<file path="src/rtl/mmc_pkg.sv">
package mmc_pkg;
  localparam int DATA_W = 32;
  localparam int ADDR_W = 4;
  localparam int N_CNT  = 6;

  localparam logic [ADDR_W-1:0] A_CTRL  = 4'd0;
  localparam logic [ADDR_W-1:0] A_RX_ST = 4'd1;
  localparam logic [ADDR_W-1:0] A_TX_ST = 4'd2;
  localparam logic [ADDR_W-1:0] A_RX_MK = 4'd3;
  localparam logic [ADDR_W-1:0] A_TX_MK = 4'd4;
  localparam logic [ADDR_W-1:0] A_CNT0  = 4'd5;

  // control bits
  localparam int CTL_CLR = 0;
  localparam int CTL_SAT = 1;
  localparam int CTL_ROR = 2;
  localparam int CTL_FRZ = 3;

  // counter indices
  localparam int C_TX_GOOD  = 0;
  localparam int C_TX_ONE   = 1;
  localparam int C_TX_MULTI = 2;
  localparam int C_RX_CRC   = 3;
  localparam int C_RX_ALIGN = 4;
  localparam int C_RX_UCAST = 5;

  // status bit positions (software-visible)
  localparam int SB_TX_GOOD  = 21;
  localparam int SB_TX_ONE   = 14;
  localparam int SB_TX_MULTI = 15;
  localparam int SB_RX_CRC   = 5;
  localparam int SB_RX_ALIGN = 6;
  localparam int SB_RX_UCAST = 17;
endpackage

</file>
<file path="src/rtl/mmc_counter.sv">
module mmc_counter #(
  parameter int CNT_W = 32
) (
  input  logic             clk_i,
  input  logic             rst_ni,
  input  logic             clr_i,
  input  logic             frz_i,
  input  logic             sat_i,
  input  logic             rd_clr_i,
  input  logic             ld_i,
  input  logic [CNT_W-1:0] ld_val_i,
  input  logic             ev_i,
  output logic [CNT_W-1:0] cnt_o,
  output logic             half_o
);
  localparam logic [CNT_W-1:0] CMAX    = '1;
  localparam logic [CNT_W-1:0] HALF_M1 = {1'b0, {(CNT_W-1){1'b1}}};

  logic [CNT_W-1:0] cnt_q, base, nxt;
  logic             inc;

  // clear-on-read empties the base first so a coincident event lands on zero
  always_comb begin
    base = rd_clr_i ? '0 : cnt_q;
    inc  = ev_i && !(sat_i && (base == CMAX));
    nxt  = inc ? base + CNT_W'(1) : base;
  end

  always_ff @(posedge clk_i or negedge rst_ni) begin
    if (!rst_ni)     cnt_q <= '0;
    else if (clr_i)  cnt_q <= '0;
    else if (ld_i)   cnt_q <= ld_val_i;
    else if (!frz_i) cnt_q <= nxt;
  end

  assign cnt_o  = cnt_q;
  assign half_o = inc && !clr_i && !ld_i && !frz_i && (base == HALF_M1);
endmodule

</file>
<file path="src/rtl/mmc_irq_bank.sv">
module mmc_irq_bank #(
  parameter int DW = 32,
  parameter int B0 = 0,
  parameter int B1 = 1,
  parameter int B2 = 2
) (
  input  logic          clk_i,
  input  logic          rst_ni,
  input  logic [2:0]    hit_i,
  input  logic          rd_clr_i,
  input  logic          mask_wr_i,
  input  logic [DW-1:0] wdata_i,
  output logic [DW-1:0] st_o,
  output logic [DW-1:0] mask_o,
  output logic          pend_o
);
  localparam int POS [3] = '{B0, B1, B2};

  logic [2:0] st_q, mk_q, mk_d;

  always_comb begin
    for (int k = 0; k < 3; k++) mk_d[k] = wdata_i[POS[k]];
  end

  always_ff @(posedge clk_i or negedge rst_ni) begin
    if (!rst_ni) begin
      st_q <= '0;
      mk_q <= '0;
    end else begin
      st_q <= (rd_clr_i ? 3'b000 : st_q) | hit_i;  // a new hit survives the clearing read
      if (mask_wr_i) mk_q <= mk_d;
    end
  end

  always_comb begin
    st_o   = '0;
    mask_o = '0;
    for (int k = 0; k < 3; k++) begin
      st_o[POS[k]]   = st_q[k];
      mask_o[POS[k]] = mk_q[k];
    end
  end

  assign pend_o = |(st_q & ~mk_q);
endmodule

</file>
<file path="src/rtl/mmc_stat_bank.sv">
module mmc_stat_bank
  import mmc_pkg::*;
#(
  parameter int CNT_W = 32
) (
  input  logic              clk_i,
  input  logic              rst_ni,
  input  logic              tx_good_i,
  input  logic              tx_one_col_i,
  input  logic              tx_multi_col_i,
  input  logic              rx_crc_err_i,
  input  logic              rx_align_err_i,
  input  logic              rx_ucast_i,
  input  logic [ADDR_W-1:0] reg_addr_i,
  input  logic              reg_wr_i,
  input  logic [DATA_W-1:0] reg_wdata_i,
  input  logic              reg_rd_i,
  output logic [DATA_W-1:0] reg_rdata_o,
  output logic              irq_o
);
  logic clr_q, sat_q, ror_q, frz_q;
  logic [N_CNT-1:0]            ev_vec, half_vec;
  logic [N_CNT-1:0][CNT_W-1:0] cnt_w;
  logic [DATA_W-1:0]           rx_st, tx_st, rx_mk, tx_mk;
  logic                        rx_pend, tx_pend;

  assign ev_vec[C_TX_GOOD]  = tx_good_i;
  assign ev_vec[C_TX_ONE]   = tx_one_col_i;
  assign ev_vec[C_TX_MULTI] = tx_multi_col_i;
  assign ev_vec[C_RX_CRC]   = rx_crc_err_i;
  assign ev_vec[C_RX_ALIGN] = rx_align_err_i;
  assign ev_vec[C_RX_UCAST] = rx_ucast_i;

  wire ctrl_wr = reg_wr_i && (reg_addr_i == A_CTRL);

  always_ff @(posedge clk_i or negedge rst_ni) begin
    if (!rst_ni) begin
      clr_q <= 1'b0;
      sat_q <= 1'b0;
      ror_q <= 1'b0;
      frz_q <= 1'b0;
    end else if (ctrl_wr) begin
      clr_q <= reg_wdata_i[CTL_CLR];
      sat_q <= reg_wdata_i[CTL_SAT];
      ror_q <= reg_wdata_i[CTL_ROR];
      frz_q <= reg_wdata_i[CTL_FRZ];
    end else begin
      clr_q <= 1'b0;  // self-clearing pulse
    end
  end

  for (genvar i = 0; i < N_CNT; i++) begin : g_cnt
    localparam logic [ADDR_W-1:0] AI = A_CNT0 + ADDR_W'(i);
    wire sel = (reg_addr_i == AI);
    mmc_counter #(.CNT_W(CNT_W)) u_cnt (
      .clk_i    (clk_i),
      .rst_ni   (rst_ni),
      .clr_i    (clr_q),
      .frz_i    (frz_q),
      .sat_i    (sat_q),
      .rd_clr_i (reg_rd_i && ror_q && sel),
      .ld_i     (reg_wr_i && sel),
      .ld_val_i (reg_wdata_i[CNT_W-1:0]),
      .ev_i     (ev_vec[i]),
      .cnt_o    (cnt_w[i]),
      .half_o   (half_vec[i])
    );
  end

  mmc_irq_bank #(.DW(DATA_W), .B0(SB_RX_CRC), .B1(SB_RX_ALIGN), .B2(SB_RX_UCAST)) u_rx_irq (
    .clk_i     (clk_i),
    .rst_ni    (rst_ni),
    .hit_i     ({half_vec[C_RX_UCAST], half_vec[C_RX_ALIGN], half_vec[C_RX_CRC]}),
    .rd_clr_i  (reg_rd_i && (reg_addr_i == A_RX_ST)),
    .mask_wr_i (reg_wr_i && (reg_addr_i == A_RX_MK)),
    .wdata_i   (reg_wdata_i),
    .st_o      (rx_st),
    .mask_o    (rx_mk),
    .pend_o    (rx_pend)
  );

  mmc_irq_bank #(.DW(DATA_W), .B0(SB_TX_GOOD), .B1(SB_TX_ONE), .B2(SB_TX_MULTI)) u_tx_irq (
    .clk_i     (clk_i),
    .rst_ni    (rst_ni),
    .hit_i     ({half_vec[C_TX_MULTI], half_vec[C_TX_ONE], half_vec[C_TX_GOOD]}),
    .rd_clr_i  (reg_rd_i && (reg_addr_i == A_TX_ST)),
    .mask_wr_i (reg_wr_i && (reg_addr_i == A_TX_MK)),
    .wdata_i   (reg_wdata_i),
    .st_o      (tx_st),
    .mask_o    (tx_mk),
    .pend_o    (tx_pend)
  );

  always_comb begin
    reg_rdata_o = '0;
    case (reg_addr_i)
      A_CTRL: begin
        reg_rdata_o[CTL_CLR] = clr_q;
        reg_rdata_o[CTL_SAT] = sat_q;
        reg_rdata_o[CTL_ROR] = ror_q;
        reg_rdata_o[CTL_FRZ] = frz_q;
      end
      A_RX_ST: reg_rdata_o = rx_st;
      A_TX_ST: reg_rdata_o = tx_st;
      A_RX_MK: reg_rdata_o = rx_mk;
      A_TX_MK: reg_rdata_o = tx_mk;
      default: begin
        for (int i = 0; i < N_CNT; i++)
          if (reg_addr_i == A_CNT0 + ADDR_W'(i)) reg_rdata_o[CNT_W-1:0] = cnt_w[i];
      end
    endcase
  end

  assign irq_o = rx_pend | tx_pend;
endmodule

</file>
<file path="config.mk">
export PLATFORM = sky130hd
export DESIGN_NAME = mmc_stat_bank
export DESIGN_NICKNAME = d
export VERILOG_FILES = /design/src/rtl/mmc_pkg.sv /design/src/rtl/mmc_counter.sv /design/src/rtl/mmc_irq_bank.sv /design/src/rtl/mmc_stat_bank.sv
export SDC_FILE = /design/constraint.sdc
export NUM_CORES = 1
export LEC_CHECK = 0
export BUFFER_PORTS_ARGS = -buffer_cell sky130_fd_sc_hd__clkbuf_2
export CAP_MARGIN = 5
export CORE_MARGIN = 2
export CORE_UTILIZATION = 46
export DETAILED_ROUTE_END_ITERATION = 7
export PLACE_DENSITY = 0.64
export SLEW_MARGIN = 25
export SYNTH_ARGS = -nofsm -noshare
export SYNTH_HDL_FRONTEND = slang
export SYNTH_SLANG_ARGS = --single-unit
</file>
<file path="constraint.sdc">
create_clock -name clk_i -period 8.56 [get_ports clk_i]
set_input_delay 1.712 -clock clk_i [delete_from_list [all_inputs] [get_ports clk_i]]
set_output_delay 1.712 -clock clk_i [all_outputs]
set_load 0.03 [all_outputs]
</file>
# == Yosys cells after proc, flatten, opt, wreduce, memory -nomap -nowiden ==
# Cells that the tools add are included.
# op_classes
n_mux,41
bitwise,7
reduce_logical,72
n_addsub,6
n_eq_ne,28
# op_table
operator,count
$mux 32,36
$add 32x1->32 const B,6
$eq 32x31->1 const B,6
$eq 32x32->1 const B,6
$pmux 28 s5,1
$logic_and 1x1->1,54
$ne 3x2->1 const B,6
$eq 4x3->1 const B,4
$logic_not 1->1,14
$eq 4x4->1 const B,3
$eq 4x2->1 const B,2
$pmux 4 s2,1
$and 3x3->3,2
$mux 3,2
$not 3->3,2
$or 3x3->3,2
$reduce_or 3->1,2
$eq 4x1->1 const B,1
$logic_not 4->1,1
$reduce_or 4->1,1
$mux 1,1
$or 1x1->1,1
# word_totals
wordCells,168
regBits,208
output_inout_bits,33
input_bits,46

# == Logic depth before layout (Yosys ltp) ==
# logic_depth
depth_word,12
depth_mapped,15
depth_no_buf,12

# == Hierarchy ==
# Synthesis repeated with hierarchy kept, for this count alone.
# hier_totals
hier_cells,2865
hier_area_um2,22554.1
# by_module_without_submodules
mod,area_each_um2,cells_each,n_inst,seq_area_each_um2
mmc_counter at g_cnt[0].u_cnt ...,3020.4,381,5,800.8
mmc_stat_bank,3505.9,474,1,100.1
mmc_counter at g_cnt[1].u_cnt,2602.5,334,1,800.8
mmc_irq_bank,671.9,76,2,150.1

# == Least setup slack after synthesis ==
# No wires, ideal clock.
# synth_timing
path_kind,in2out
start,in reg_addr_i[0]
end,out reg_rdata_o[7]
required_time_ns,6.848
path_buffers,4
path_slack_ns,3.275
t_arrival_ns,3.573
stages,8
cell_sequence,buf_2 buf_2 buf_1 clkbuf_1 mux2i_1 nor2_1 a21oi_1 o22ai_1
# synth_between
elab_chain_cells,8
word_cells_on_any_way,18
cone_classes,eq/ne (10); mux (7); reduce/logical (1)
# synth_lines
item,line,source
"start, declared",mmc_stat_bank.sv:14,"input logic [ADDR_W-1:0] reg_addr_i,"
$eq 4x3->1,mmc_stat_bank.sv:109,if (reg_addr_i == A_CNT0 + ADDR_W'(i)) reg_rdata_o[CNT_W-1:0] = cnt_w[i];
$mux 32 (6 in a row),mmc_stat_bank.sv:109,
$pmux 28 s5 (*),mmc_stat_bank.sv:96,case (reg_addr_i)
"end, declared",mmc_stat_bank.sv:18,"output logic [DATA_W-1:0] reg_rdata_o,"
# Mark *: on every way between the ends. The rest lies on a longest branch, timed or not.

# == Worst setup path after layout ==
# layout_timing
start,in reg_addr_i[0]
end,out reg_rdata_o[14]
# The elaborated chain is that of the path after synthesis.

==> reports/summary.md <==
The filler cell count came out at 3383. The cell count after synthesis came out at 2117. The max capacitance violation total came out at 0. Entering global routing, the biggest net connects 113 pins. For this design, the slowest cell found on the critical path is sky130_fd_sc_hd__nor2_1. The placeable core area came out at 0.0347 mm². In this run the clock root is driven by a sky130_fd_sc_hd__clkbuf_16. The count of nets left with antenna violations once routing finished came out at 0.

The signal on the critical path passes through clkbuf_2, buf_4, nand2_1, nor2_1, a222oi_1, nand3_1, clkbuf_2. The share of the clock period used by the worst path after layout works out to 73.3%. Most frequent cell on the critical path: sky130_fd_sc_hd__clkbuf_2. Row generation in the floorplan step produced 68 rows. The global-route wire length before repair was 121000 µm; the worst setup slack after placement was 2260 ps. After clock tree synthesis, the repair step resized 0 gates. The growth of design area from synthesis to finish was 9.94%; the latest clock arrival within the worst-skew pair was 570 ps. Counting both buffers and inverters, the worst setup path holds a total of 3. The count of cell types in the netlist was 90. The total clock buffers created by CTS was 27; the overall die height was 192 µm. In the detailed route, the total length drawn on met3 is 10900 µm. The most common cell in the synthesized netlist is sky130_fd_sc_hd__nand2_1. For the starting utilization of the core area, the log shows 47.0%.

The maximum clock frequency is 0.159 GHz. Measured along the x axis, the die boundary spans 192 µm. The number of nets handed over by synthesis was 2169. The worst max-slew margin expressed relative to the limit came out at 29.9%.

The topmost layer with routed signal wires is met4. At the end of the flow, the number of nets in the layout was 2166. The flow ran to the end, and the final reports show no timing, DRC or antenna violations. The delay of the slowest critical-path stage was 740 ps. In this run the cell area of the synthesized design comes to 0.0163 mm².

At the end of routability-driven placement, the weighted congestion stood at 1.07. The total power density per cell area was 244 mW/mm²; the number of pins exceeding their max-slew limit in the final report was 0. Adding up every negative setup slack in the final design gives 0 ps. The worst-case IR drop observed on VDD is 0.228 mV. Yosys printed 0 warnings.

For this run, the total global-route usage over all layers was measured as 44.9%. Counting every sink on the clock net gives 208. The via count of the routed design is 19105, and the highest fanout seen on the critical path is 39. At the pin with the least slew margin, the transition time is 1050 ps. STA classifies the critical path endpoint as an output pin. After detailed placement, the total cell area comes to 0.0170 mm². The die covers 0.0370 mm².

Ranked by total cell area, the synthesized netlist is headed by sky130_fd_sc_hd__dfrtp_1 32%, sky130_fd_sc_hd__nand2_1 6.1%, sky130_fd_sc_hd__o21ai_0 4.8%. The wire length reported by the detailed router is 83600 µm, and the half-perimeter wire length after placement is 58600 µm. After detailed routing, the wire length on met1 is 32200 µm. With fillers left out, the area of the finished cells amounts to 0.0179 mm². Signal arrival time at the worst endpoint: 4560 ps. After synthesis, flip-flops and latches occupy 31.9% of the total area. Post-CTS timing repair inserted 0 buffers for setup. The number of global-route vias before repair is 17304, and the setup-violating endpoint count in the final report is 0. Clock skew on the completed layout was measured at 19.8 ps.

On the critical path the largest part of the delay comes from buffers and inverters. The commonest cells after synthesis are 267 x sky130_fd_sc_hd__nand2_1, 208 x sky130_fd_sc_hd__dfrtp_1, 174 x sky130_fd_sc_hd__nor2_1, 157 x sky130_fd_sc_hd__o21ai_0, 137 x sky130_fd_sc_hd__a21oi_1. At the worst endpoint, the required time is 6850 ps. Buffers placed on the I/O ports in this run total 78. Global routing finished with a remaining overflow of 0.

For this run, asynchronously set or reset flops after synthesis account for 100%. For the total power, the log shows 0.00439 W. The type of the tightest min-delay check was flop to flop.

The average instance in the mapped netlist occupies 7.71 µm². The synthesized design contains 0 enable-type register cells. The longest clock path from root to sink contains 3 buffers.

Initial antenna violation count: 2. The first detailed-routing pass took 6 iterations. The fraction of final layout cells with drive strength greater than 1 is 11.6%. The CTS H-tree depth was 1.

In this run the static leakage power is 6.92 nW. For the detailed route wirelength on metal2, the log shows 33400 µm. The tools report the final hold violation count as 0. Category of the critical setup timing path: input port to output pin. The run gives 2290 ps as the worst-case setup margin in the final layout. In the routed layout, each cell is associated on average with a via count of 7.37.

For this design the top-level I/O count stands at 79. TritonCTS built the clock tree. For this design, the CTS-stage hold fixing added 0 buffers. For the finished layout, the period the worst path requires is 6270 ps.

Setup repair after global routing left no endpoint under its margin. Synthesis inferred 208 register bits. After detailed routing, the average wire length per cell comes to 32.3 µm. The most used flip-flop cell after synthesis is sky130_fd_sc_hd__dfrtp_1.

After detailed routing, the number of remaining DRC violations is 0. The share of the synthesized area in the top cell type was 31.9%. In this run, the number of DRC markers left after iteration 0 of detailed routing was 2945. Clock-pin slew was measured on the worst setup and hold paths at 60 ps.

Summed over all instances, the cell type with the most area after synthesis is sky130_fd_sc_hd__dfrtp_1. Type of origin of the critical path: an input port.
## flip-flops by register name, indices dropped and copies added (netlist names)
register	count
u_rx_irq.mk_q	3
u_rx_irq.st_q	3
ror_q	1
sat_q	1
u_tx_irq.mk_q	3
clr_q	1
frz_q	1
u_tx_irq.st_q	3
g_cnt.u_cnt.cnt_o	192
## cell usage in the layout (no fill, tap or decap), types with 37 or more instances in the layout
| master | count |
|---|---|
| sky130_fd_sc_hd__nand3_1 | 130 |
| sky130_fd_sc_hd__and3_1 | 46 |
| sky130_fd_sc_hd__a21oi_1 | 137 |
| sky130_fd_sc_hd__o21ai_0 | 157 |
| sky130_fd_sc_hd__a22oi_1 | 98 |
| sky130_fd_sc_hd__nand4_1 | 73 |
| sky130_fd_sc_hd__clkbuf_2 | 77 |
| sky130_fd_sc_hd__a31oi_1 | 45 |
| sky130_fd_sc_hd__nand2_1 | 267 |
| sky130_fd_sc_hd__nor3_1 | 50 |
| sky130_fd_sc_hd__buf_4 | 37 |
| sky130_fd_sc_hd__nor2_1 | 168 |
| sky130_fd_sc_hd__inv_1 | 37 |
| sky130_fd_sc_hd__dfrtp_1 | 206 |
## stage by stage
step / utilization (%) / hold slack, ps / cells
3_5_place_dp: 49.1 / 482 / 2540
5_1_grt: 51.7 / 556 / 2587
4_1_cts: 51.7 / 497 / 2587
3_3_place_gp: 49.1 / 491 / 2540
6_report: 51.7 / 502 / 2591
2_1_floorplan: - / 449 / 2117
## layout make-up
cell class                      instances  area (µm²)  share of cell area [%]
Timing Repair Buffer                  116         698                    3.89
Antenna cell                            4        10.0                  0.0558
Sequential cell                       208        5210                    29.0
Tap cell                              455         569                    3.17
Clock inverter                         12         141                   0.788
Multi-Input combinational cell       1723       10400                    58.1
Clock buffer                           35         746                    4.15
Inverter                               38         143                   0.795
## tightest hold or removal path, cell delays in order, from the launching register on
cell and delay (ps):
sky130_fd_sc_hd__dfrtp_1 350, sky130_fd_sc_hd__nand2_1 50, sky130_fd_sc_hd__o31ai_1 70
## power breakdown
| group | internal (W) | total [W] | switching [W] |
|---|---|---|---|
| registers | 0.00124 | 0.00183 | 0.000597 |
| logic | 0.000503 | 0.00138 | 0.000874 |
| clock network | 0.000699 | 0.00118 | 0.000478 |
## layer usage
| layer | track usage (%) | up-vias |
|---|---|---|
| li1 | - | 8092 |
| met1 | 60.4 | 9278 |
| met2 | 62.3 | 1412 |
| met3 | 11.5 | 323 |
| met4 | 31.7 | 0 |
| met5 | 0 | - |
## path summary, 6_finish.rpt
kind                                             from                                   end  slack, ps  cells after the start
hold / removal             u_rx_irq.st_q[2]$_DFF_PN0_            u_rx_irq.st_q[2]$_DFF_PN0_        500                      2
min in group asynchronous                      rst_ni  g_cnt[1].u_cnt.cnt_o[23]$_DFFE_PN0P_       1140                      1
setup / recovery                        reg_addr_i[0]                       reg_rdata_o[14]       2290                      7
setup reg to reg                    ror_q$_DFFE_PN0P_            u_rx_irq.st_q[1]$_DFF_PN0_       4370                     11
hold reg to reg            u_rx_irq.st_q[2]$_DFF_PN0_            u_rx_irq.st_q[2]$_DFF_PN0_        500                      2
max in group asynchronous                      rst_ni                       clr_q$_DFF_PN0_       6230                      2
## cells by family (layout without fill, tap and decap cells)
group | Yosys count | after routing | share of synthesized area (%)
other | 0 | 4 | 0
flip-flops | 208 | 208 | 31.9
multiplexers | 51 | 51 | 3.35
adder cells (fa/ha/maj) | 6 | 6 | 0.460
buffers and inverters | 186 | 201 | 4.45
AO/OA/AOI/OAI | 711 | 711 | 29.3
AND/OR/NAND/NOR | 909 | 909 | 28.1
XOR/XNOR | 46 | 46 | 2.47
Note: power is estimated with default switching activity, not from simulation.
